### src/rtl/mpv_pkg.sv
package mpv_pkg;

    localparam int BYTE_W = 8;

    typedef enum logic [1:0] {
        PAT_ERASED  = 2'd0,
        PAT_CHECKER = 2'd1,
        PAT_DIAG    = 2'd2,
        PAT_DENSE   = 2'd3
    } pat_e;

    typedef enum logic {
        ST_IDLE  = 1'b0,
        ST_SWEEP = 1'b1
    } state_e;

endpackage

### src/rtl/mpv_pattern_gen.sv
// Reference byte for one address, built lane by lane.
module mpv_pattern_gen
    import mpv_pkg::*;
(
    input  pat_e              pat_i,
    input  logic [4:0]        lo_addr_i,   // address bits [4:0]
    input  logic              row_bit_i,   // address bit ROW_BIT
    output logic [BYTE_W-1:0] expect_o
);

    logic              chk_sel;
    logic [BYTE_W-1:0] chk_byte;
    logic [BYTE_W-1:0] diag_byte;
    logic [BYTE_W-1:0] dense_byte;
    logic              dense_row;

    assign chk_sel   = lo_addr_i[0] ^ row_bit_i;
    assign dense_row = (lo_addr_i[1:0] == 2'b00);

    for (genvar b = 0; b < BYTE_W; b++) begin : g_lane
        // even lanes carry the inverse of the select, odd lanes the select
        if (b % 2 == 0) begin : g_even
            assign chk_byte[b] = ~chk_sel;
        end else begin : g_odd
            assign chk_byte[b] = chk_sel;
        end
        assign diag_byte[b]  = (lo_addr_i[2:0] != 3'(b));
        assign dense_byte[b] = ~(dense_row && (lo_addr_i[4:2] == 3'(b)));
    end

    always_comb begin
        unique case (pat_i)
            PAT_ERASED:  expect_o = '1;
            PAT_CHECKER: expect_o = chk_byte;
            PAT_DIAG:    expect_o = diag_byte;
            PAT_DENSE:   expect_o = dense_byte;
            default:     expect_o = '1;
        endcase
    end

endmodule

### src/rtl/mpv_mismatch.sv
// Bitwise difference between reference and read data.
module mpv_mismatch
    import mpv_pkg::*;
(
    input  logic [BYTE_W-1:0] expect_i,
    input  logic [BYTE_W-1:0] actual_i,
    output logic [BYTE_W-1:0] diff_o,
    output logic              any_o
);

    assign diff_o = expect_i ^ actual_i;
    assign any_o  = |diff_o;

endmodule

### src/rtl/mpv_sat_counter.sv
// Error counter that stops at its all-ones value.
module mpv_sat_counter #(
    parameter int COUNT_W = 32
) (
    input  logic               clk,
    input  logic               rst_n,
    input  logic               clear_i,
    input  logic               inc_i,
    output logic [COUNT_W-1:0] count_o
);

    localparam logic [COUNT_W-1:0] CNT_MAX = '1;

    logic [COUNT_W-1:0] count_d;
    logic [COUNT_W-1:0] count_q;

    always_comb begin
        count_d = count_q;
        if (clear_i) begin
            count_d = '0;
        end else if (inc_i && (count_q != CNT_MAX)) begin
            count_d = count_q + COUNT_W'(1);
        end
    end

    always_ff @(posedge clk or negedge rst_n) begin
        if (!rst_n) begin
            count_q <= '0;
        end else begin
            count_q <= count_d;
        end
    end

    assign count_o = count_q;

endmodule

### src/rtl/mem_pattern_verifier.sv
// Sweeps a byte-wide memory and compares it with a generated image.
module mem_pattern_verifier
    import mpv_pkg::*;
#(
    parameter int ADDR_W  = 10,  // at least 5
    parameter int ROW_BIT = 5,   // address bit that flips the checkerboard per row
    parameter int COUNT_W = 32
) (
    input  logic               clk,
    input  logic               rst_n,
    input  logic               start_i,
    input  logic [1:0]         pattern_i,
    input  logic               stop_on_fail_i,
    output logic               mem_req_o,
    output logic [ADDR_W-1:0]  mem_addr_o,
    input  logic               mem_valid_i,
    input  logic [BYTE_W-1:0]  mem_data_i,
    output logic               busy_o,
    output logic               done_o,
    output logic               fail_o,
    output logic [ADDR_W-1:0]  fail_addr_o,
    output logic [BYTE_W-1:0]  fail_bits_o,
    output logic [COUNT_W-1:0] err_count_o
);

    localparam logic [ADDR_W-1:0] LAST_ADDR = '1;

    typedef struct packed {
        state_e              state;
        logic [ADDR_W-1:0]   addr;
        pat_e                pat;
        logic                stop;
        logic                fail;
        logic [ADDR_W-1:0]   faddr;
        logic [BYTE_W-1:0]   fbits;
        logic                done;
    } regs_t;

    regs_t r_d;
    regs_t r_q;

    logic [BYTE_W-1:0] exp_byte;
    logic [BYTE_W-1:0] diff_bits;
    logic              diff_any;
    logic              take_start;
    logic              take_read;

    assign take_start = (r_q.state == ST_IDLE) && start_i;
    assign take_read  = (r_q.state == ST_SWEEP) && mem_valid_i;

    mpv_pattern_gen u_gen (
        .pat_i     (r_q.pat),
        .lo_addr_i (r_q.addr[4:0]),
        .row_bit_i (r_q.addr[ROW_BIT]),
        .expect_o  (exp_byte)
    );

    mpv_mismatch u_cmp (
        .expect_i (exp_byte),
        .actual_i (mem_data_i),
        .diff_o   (diff_bits),
        .any_o    (diff_any)
    );

    mpv_sat_counter #(
        .COUNT_W (COUNT_W)
    ) u_cnt (
        .clk     (clk),
        .rst_n   (rst_n),
        .clear_i (take_start),
        .inc_i   (take_read && diff_any),
        .count_o (err_count_o)
    );

    always_comb begin
        r_d      = r_q;
        r_d.done = 1'b0;
        unique case (r_q.state)
            ST_IDLE: begin
                if (start_i) begin
                    r_d.state = ST_SWEEP;
                    r_d.addr  = '0;
                    r_d.pat   = pat_e'(pattern_i);
                    r_d.stop  = stop_on_fail_i;
                    r_d.fail  = 1'b0;
                    r_d.faddr = '0;
                    r_d.fbits = '0;
                end
            end
            ST_SWEEP: begin
                if (mem_valid_i) begin
                    if (diff_any && !r_q.fail) begin
                        r_d.fail  = 1'b1;
                        r_d.faddr = r_q.addr;
                        r_d.fbits = diff_bits;
                    end
                    if ((diff_any && r_q.stop) || (r_q.addr == LAST_ADDR)) begin
                        r_d.state = ST_IDLE;
                        r_d.done  = 1'b1;
                    end else begin
                        r_d.addr = r_q.addr + ADDR_W'(1);
                    end
                end
            end
            default: r_d.state = ST_IDLE;
        endcase
    end

    always_ff @(posedge clk or negedge rst_n) begin
        if (!rst_n) begin
            r_q <= '0;
        end else begin
            r_q <= r_d;
        end
    end

    assign mem_req_o   = (r_q.state == ST_SWEEP);
    assign mem_addr_o  = r_q.addr;
    assign busy_o      = (r_q.state == ST_SWEEP);
    assign done_o      = r_q.done;
    assign fail_o      = r_q.fail;
    assign fail_addr_o = r_q.faddr;
    assign fail_bits_o = r_q.fbits;

endmodule

### config.mk
export PLATFORM = sky130hd
export DESIGN_NAME = mem_pattern_verifier
export DESIGN_NICKNAME = d
export VERILOG_FILES = /design/src/rtl/mpv_pkg.sv /design/src/rtl/mpv_pattern_gen.sv /design/src/rtl/mpv_mismatch.sv /design/src/rtl/mpv_sat_counter.sv /design/src/rtl/mem_pattern_verifier.sv
export SDC_FILE = /design/constraint.sdc
export NUM_CORES = 1
export LEC_CHECK = 0
export BUFFER_PORTS_ARGS = -buffer_cell sky130_fd_sc_hd__buf_4
export CAP_MARGIN = 5
export CORE_MARGIN = 5
export CORE_UTILIZATION = 56
export CTS_CLUSTER_DIAMETER = 120
export DETAILED_ROUTE_END_ITERATION = 16
export PLACE_DENSITY_LB_ADDON = 0.1
export SLEW_MARGIN = 20
export SYNTH_ARGS = -nofsm -noshare
export SYNTH_HDL_FRONTEND = slang
export SYNTH_HIERARCHICAL = 1
export SYNTH_SLANG_ARGS = --single-unit
### constraint.sdc
create_clock -name clk -period 3.9 [get_ports clk]
set_input_delay 0.78 -clock clk [delete_from_list [all_inputs] [get_ports clk]]
set_output_delay 0.78 -clock clk [all_outputs]
set_load 0.01 [all_outputs]
# After elaboration in Yosys (flattened, before gate mapping)
# Cells that the tools add are included.
# Widths: inputs -> output; s select.
# totals
regBits	66
latchBits	0
ram_bits	0
romBits	0
input_bits	15
output_inout_bits	64
word_cells	84
n_memories	0
# op_classes
n_addsub	2
multipliers	0
div	0
n_lt_le_gt_ge	0
eq_ne	23
shifts	0
n_mux	13
bitwise_logic	12
reduce_logical	25
# op_table
cell	n
$mux 32	2
$pmux 19 s2	1
$mux 33	1
$add 32x1->32 const B	1
$ne 32x32->1 const B	1
$pmux 8 s4	1
$pmux 11 s2	1
$mux 20	1
$mux 19	1
$logic_and 1x1->1	14
$eq 3x3->1 const B	4
$ne 3x3->1 const B	4
$mux 11	1
$add 10x1->10 const B	1
$eq 10x10->1 const B	1
$mux 10	1
$not 1->1	10
$reduce_or 8->1	1
$xor 8x8->8	1
$eq 3x2->1 const B	2
$ne 2x2->1 const B	3
$ne 3x2->1 const B	2
$reduce_and 3->1	2
$eq 2x2->1 const B	2
other kinds (13)	16

# Longest topological paths before layout
# depth
word_depth	11
depth_mapped	15
depth_no_buf	12

# Modules after synthesis
# The synthesis kept the hierarchy.
# by_module_without_submodules
mod	instances	cells_each	area_each_um2	seq_area_each_um2
mpv_sat_counter	1	198	1854.3	800.8
mem_pattern_verifier	1	194	1789.2	850.8
mpv_pattern_gen	1	40	256.5	0.0
mpv_mismatch	1	11	86.3	0.0

# Worst setup path after synthesis
# No wires, ideal clock.
# synth_timing
kind	register -> register
from	register r_q (netlist bit mem_addr_o[0])
to	register u_cnt.count_q[31], in the netlist u_cnt/count_o[31]
setup_ns	0.125
arrival_ns	3.054
required_time_ns	3.775
path_slack_ns	0.721
stages_incl_launch_ff	15
n_path_buf	2
synth_period_minus_slack_ns	3.179
cell_sequence	dfrtp_1 > buf_6 > or3b_4 > o221ai_1 > nand2_1 > xor2_1 > nor4_1 > nand2_1 > and3_1 > and3_1 > nand4_1 > a21o_1 > buf_2 > nor4_1 > mux2_2
# synth_via
elab_chain_len	9
elab_cells_between_ends	33
cone_classes	eq/ne (7); mux (1); bitwise (11); reduce/logical (14)
# synth_lines
item	line	rtl
from (decl)	mem_pattern_verifier.sv:40	regs_t r_q;
from (signal assigned)	mem_pattern_verifier.sv:113	r_q <= r_d;
$logic_not 2->1	mpv_pattern_gen.sv:18	assign dense_row = (lo_addr_i[1:0] == 2'b00);
$logic_and 1x1->1	mpv_pattern_gen.sv:28	assign dense_byte[b] = ~(dense_row && (lo_addr_i[4:2] == 3'(b)));
$not 1->1	mpv_pattern_gen.sv:28	
$pmux 8 s4 *	mpv_pattern_gen.sv:32	unique case (pat_i)
named net exp_byte[5]	mem_pattern_verifier.sv:42	logic [BYTE_W-1:0] exp_byte;
$xor 8x8->8 *	mpv_mismatch.sv:11	assign diff_o = expect_i ^ actual_i;
named net diff_bits[5]	mem_pattern_verifier.sv:43	logic [BYTE_W-1:0] diff_bits;
$reduce_or 8->1 *	mpv_mismatch.sv:12	assign any_o = |diff_o;
named net diff_any	mem_pattern_verifier.sv:44	logic diff_any;
$logic_and 1x1->1 *	mem_pattern_verifier.sv:71	.inc_i (take_read && diff_any),
$logic_and 1x1->1 *	mpv_sat_counter.sv:21	end else if (inc_i && (count_q != CNT_MAX)) begin
$reduce_bool 2->1 (no line) *	--	
to (signal assigned)	mpv_sat_counter.sv:30	count_q <= count_d;
to (decl)	mpv_sat_counter.sv:15	logic [COUNT_W-1:0] count_q;
# The timed path passes the listed nets; every way through them passes the cells marked *.
# A chain may end at the register's enable or synchronous reset.

# Final worst setup path
# Ends and elaborated chain as after synthesis.

==> impl_summary.md <==
Yosys
The proportion of synthesized flip-flops having asynchronous set or reset is 100%. In this run, synthesis inferred 0 flip-flops with an integrated enable. The synthesized netlist cell count is ~440. In the synthesized netlist the dominant register cell turns out to be dfrtp_1.

The net count of the mapped netlist is 460. The area fraction in compound gates after synthesis is between 10% and 20%. After synthesis, the mean cell area works out to about 9.0 um2. The mapped netlist covers roughly 0.004 mm2.

The xor/xnor share of the synthesized area is about 4.8%. Of the total synthesized cell area, the portion taken by full adders, half adders and majority gates is less than 1%. Of the post-synthesis cell area, the part taken by muxes is slightly above 2%. Counting flops and latches in the post-synthesis netlist gives 66. The share of synthesized cell area in and, or, nand and nor gates is about 28%.

After synthesis, the largest family of logic cells by area is simple AND/OR/NAND/NOR gates. Counting distinct cell types in the post-synthesis netlist gives between 60 and 70. The Yosys warning count is 6. Of the synthesized area, sequential elements account for about two fifths.

Timing
The relative slew slack is 44.4%. The number of endpoints failing setup at the final stage is 0. The clock skew is about 0.0071 ns.

The final critical delay including setup and external delays is 3.58 ns. The number of slew-limit violations in the final report came to 0. The final hold slack is a little under 0.5 ns.

At the pin with the least slew margin, the transition time is about 0.83 ns. Static timing analysis puts the maximum clock frequency at 0.279 GHz. Setup repair after global routing left no endpoint under its margin. Dividing the final minimum period by the clock period gives 91.9%. Adding up every negative setup slack in the final design gives 0 ns. The number of hold-slack violations in the final timing report is 0.

Setup path
The signal on the critical path passes through or3b_4, nor3_1, o21ai_1, xor2_1, nor4_1, nand2_1, and3_1, and3_1, nand4_1, a21o_2, nor4_2, mux2_2. The worst setup path is of the flip-flop to flip-flop kind. The highest fanout seen on the critical path is 19. The maximum cell stage delay along the critical path is 0.53 ns. STA classifies the critical path endpoint as a flip-flop. For the worst setup path, the data arrival time is roughly 3.8 ns. The cell type of the slowest stage on the worst timing path is dfrtp_1. The kind of launch point of the worst setup path is a flip-flop. Counting stages on the worst path, the most repeated cell is and3_1.

The required time at the endpoint of the critical path is just over 4 ns.

Job
Across the run, the number of max-cap violations was 0.

GRT
The global-route congestion overflow total is 0. Entering global routing, the biggest net connects 67 pins. The first global-routing pass estimated 15600 um of wire. The number of antenna violations at the first check in global routing came to 0. The total routing resource utilization after global routing is between 20% and 30%. The number of global-route vias before repair is between 3000 and 4000.

Die
Row generation in the floorplan step produced 30 rows. The floorplan die width is approximately 94 um. In this run the vertical extent of the chip is 94.4 um. The core area is 0.00687 mm2. During I/O placement, the number of pins put on the boundary was 79. For this configuration, the core starts out at a cell density of 58.0%.

The overall die area is between 0.008 and 0.009 mm2.

Drt
The routed via count divided by cell count is ~5.7. The routed wire length is around 9600 um. The via count is 3367.

Before antenna repair, the detailed router went through 4 iterations. The initial detailed-routing violation count is 149. The number of DRC violations after detailed routing is 0. Once detail routing completed, the nets flagged for antenna violations numbered 0. The per-cell routed wire length is about 16 um.

Clock tree
Post-CTS timing repair inserted 0 buffers for setup. The post-cts sizing count is 0. TritonCTS created 9 clock buffers. The hold buffer count at cts is 0. The number of sinks handled by clock tree synthesis is between 60 and 70. The H-tree was split into 3 levels. The clock insertion delay at the later pin of the skew report is roughly 0.35 ns. The clock root buffer is clkbuf_8. After clock tree synthesis, the clock-pin slew on the worst setup and hold paths is ~0.08 ns.

The worst-case clock buffer depth is 2. The clock tree from TritonCTS is built.

Power
IR analysis of the VDD net gives a maximum drop of between 200 and 250 uV. Dividing total power by cell area gives a power density of 522 mW/mm2. The completed layout was analyzed and its total power is between 2 and 2.5 mW. Summed over all cells, the static leakage comes to roughly 2.1 nW.

Layout
From synthesis to final layout, the design area changed by 15.8%. The post-route netlist has 25.6% of its cells at a drive strength greater than 1. The number of antenna diodes in the final layout is 0. The top cell types in the final layout, fill and taps aside, are buf_4 (80), nand2_1 (69), dfrtp_1 (66). The most frequent standard cell in the layout excluding fill and tap cells is buf_4. In the final design database the tool counted 505 nets.

Placed design
The weighted congestion at the end of routability-driven global placement is around 0.95. The estimated wirelength of the detail-placed design is around 6800 um. The number of buffer cells added on primary ports is 78.

Outcome
The run finished with clean final reports.

Worst hold path
The class of the most critical hold timing path is flip-flop to flip-flop.
[cells in the mapped netlist (3+ instances only)]
library cell	n	area (um2)
o221ai_1	3	26.3
or3_1	6	37.5
dfrtp_1	66	1650
xnor2_1	10	87.6
buf_2	9	45.0
buf_4	30	225
nand2b_1	5	31.3
nand3b_1	3	22.5
nor4_1	7	43.8
nor3_1	9	45.0
o21ai_0	9	45.0
xor2_1	12	105
nand3_1	16	80.1
and2_1	4	25.0
clkbuf_1	5	18.8
mux2_2	5	56.3
nand2_1	69	259
and3_1	14	87.6
a21oi_1	15	75.1
o31ai_1	6	45.0
nand4_1	7	43.8
or4_1	3	22.5
a21o_1	6	45.0
inv_1	9	33.8
nor2_1	31	116
a211oi_1	6	45.0
a31oi_1	5	31.3
o21ai_1	20	100
nor2b_1	7	43.8
[logic make-up (layout without fill, tap and decap cells)]
group | count (synthesis) | in the layout
compound gates | 87 | 87
xor+xnor | 22 | 22
fa+ha+maj | 2 | 2
buf+inv | 56 | 106
flops | 66 | 66
mux | 7 | 7
simple gates | 203 | 203
[registers in the layout (all words and copies together) (netlist names)]
name / cells
done_o: 1
fail_bits_o: 8
mem_addr_o: 10
u_cnt/count_o: 32
fail_o: 1
fail_addr_o: 10
r_q: 3
busy_o: 1
[through the flow]
step                      utilization (%)  setup slack (ns)  cell area, um2  instances
after floorplan                         -             0.721            3990        443
after global placement               64.1             0.458            4400        573
after detailed placement             64.1             0.259            4400        573
after CTS                            67.1             0.234            4610        589
after global routing                 67.2            0.0815            4620        589
final                                67.2             0.315            4620        589
[where the power goes]
group / switching [mW] / internal, mW
logic: 0.491 / 0.362
registers: 0.162 / 0.798
clock network: 0.266 / 0.329
[worst paths after layout]
kind	from	end	slack, ns	depth (start not counted)
max reg2reg	mem_addr_o[0]	u_cnt/count_o[31]	0.32	12
min reg2reg	fail_bits_o[2]	fail_bits_o[2]	0.49	2
max in group asynchronous	rst_n	u_cnt/count_o[30]	2.83	1
min	fail_bits_o[2]	fail_bits_o[2]	0.49	2
max	mem_addr_o[0]	u_cnt/count_o[31]	0.32	12
min in group asynchronous	rst_n	fail_addr_o[5]	0.53	1
[critical path, delay by kind of cell, from the launching register on]
family | cells | cell delay [ns]
simple gates | 8 | 1.95
xor+xnor | 1 | 0.19
flops | 1 | 0.53
mux | 1 | 0.37
compound gates | 2 | 0.43
[layer usage]
metal | global-route usage, % | vias to the layer above | share of wire [%]
met1 | 27.1 | 1594 | 41
met4 | 9.03 | 0 | 1.8
met3 | 4.30 | 19 | 6.0
li1 | - | 1635 | -
met5 | 0 | - | 0
met2 | 38.5 | 119 | 51
[layout make-up]
cell class	count	area (um2)
well taps	96	120
inverters	10	37.5
multi-input cells	321	2000
clock buffers	12	155
repair buffers	80	601
clock inverters	4	50.0
flip-flops and latches	66	1650
fillers	586	2250
No activity file was read; power rests on OpenSTA's default activity.
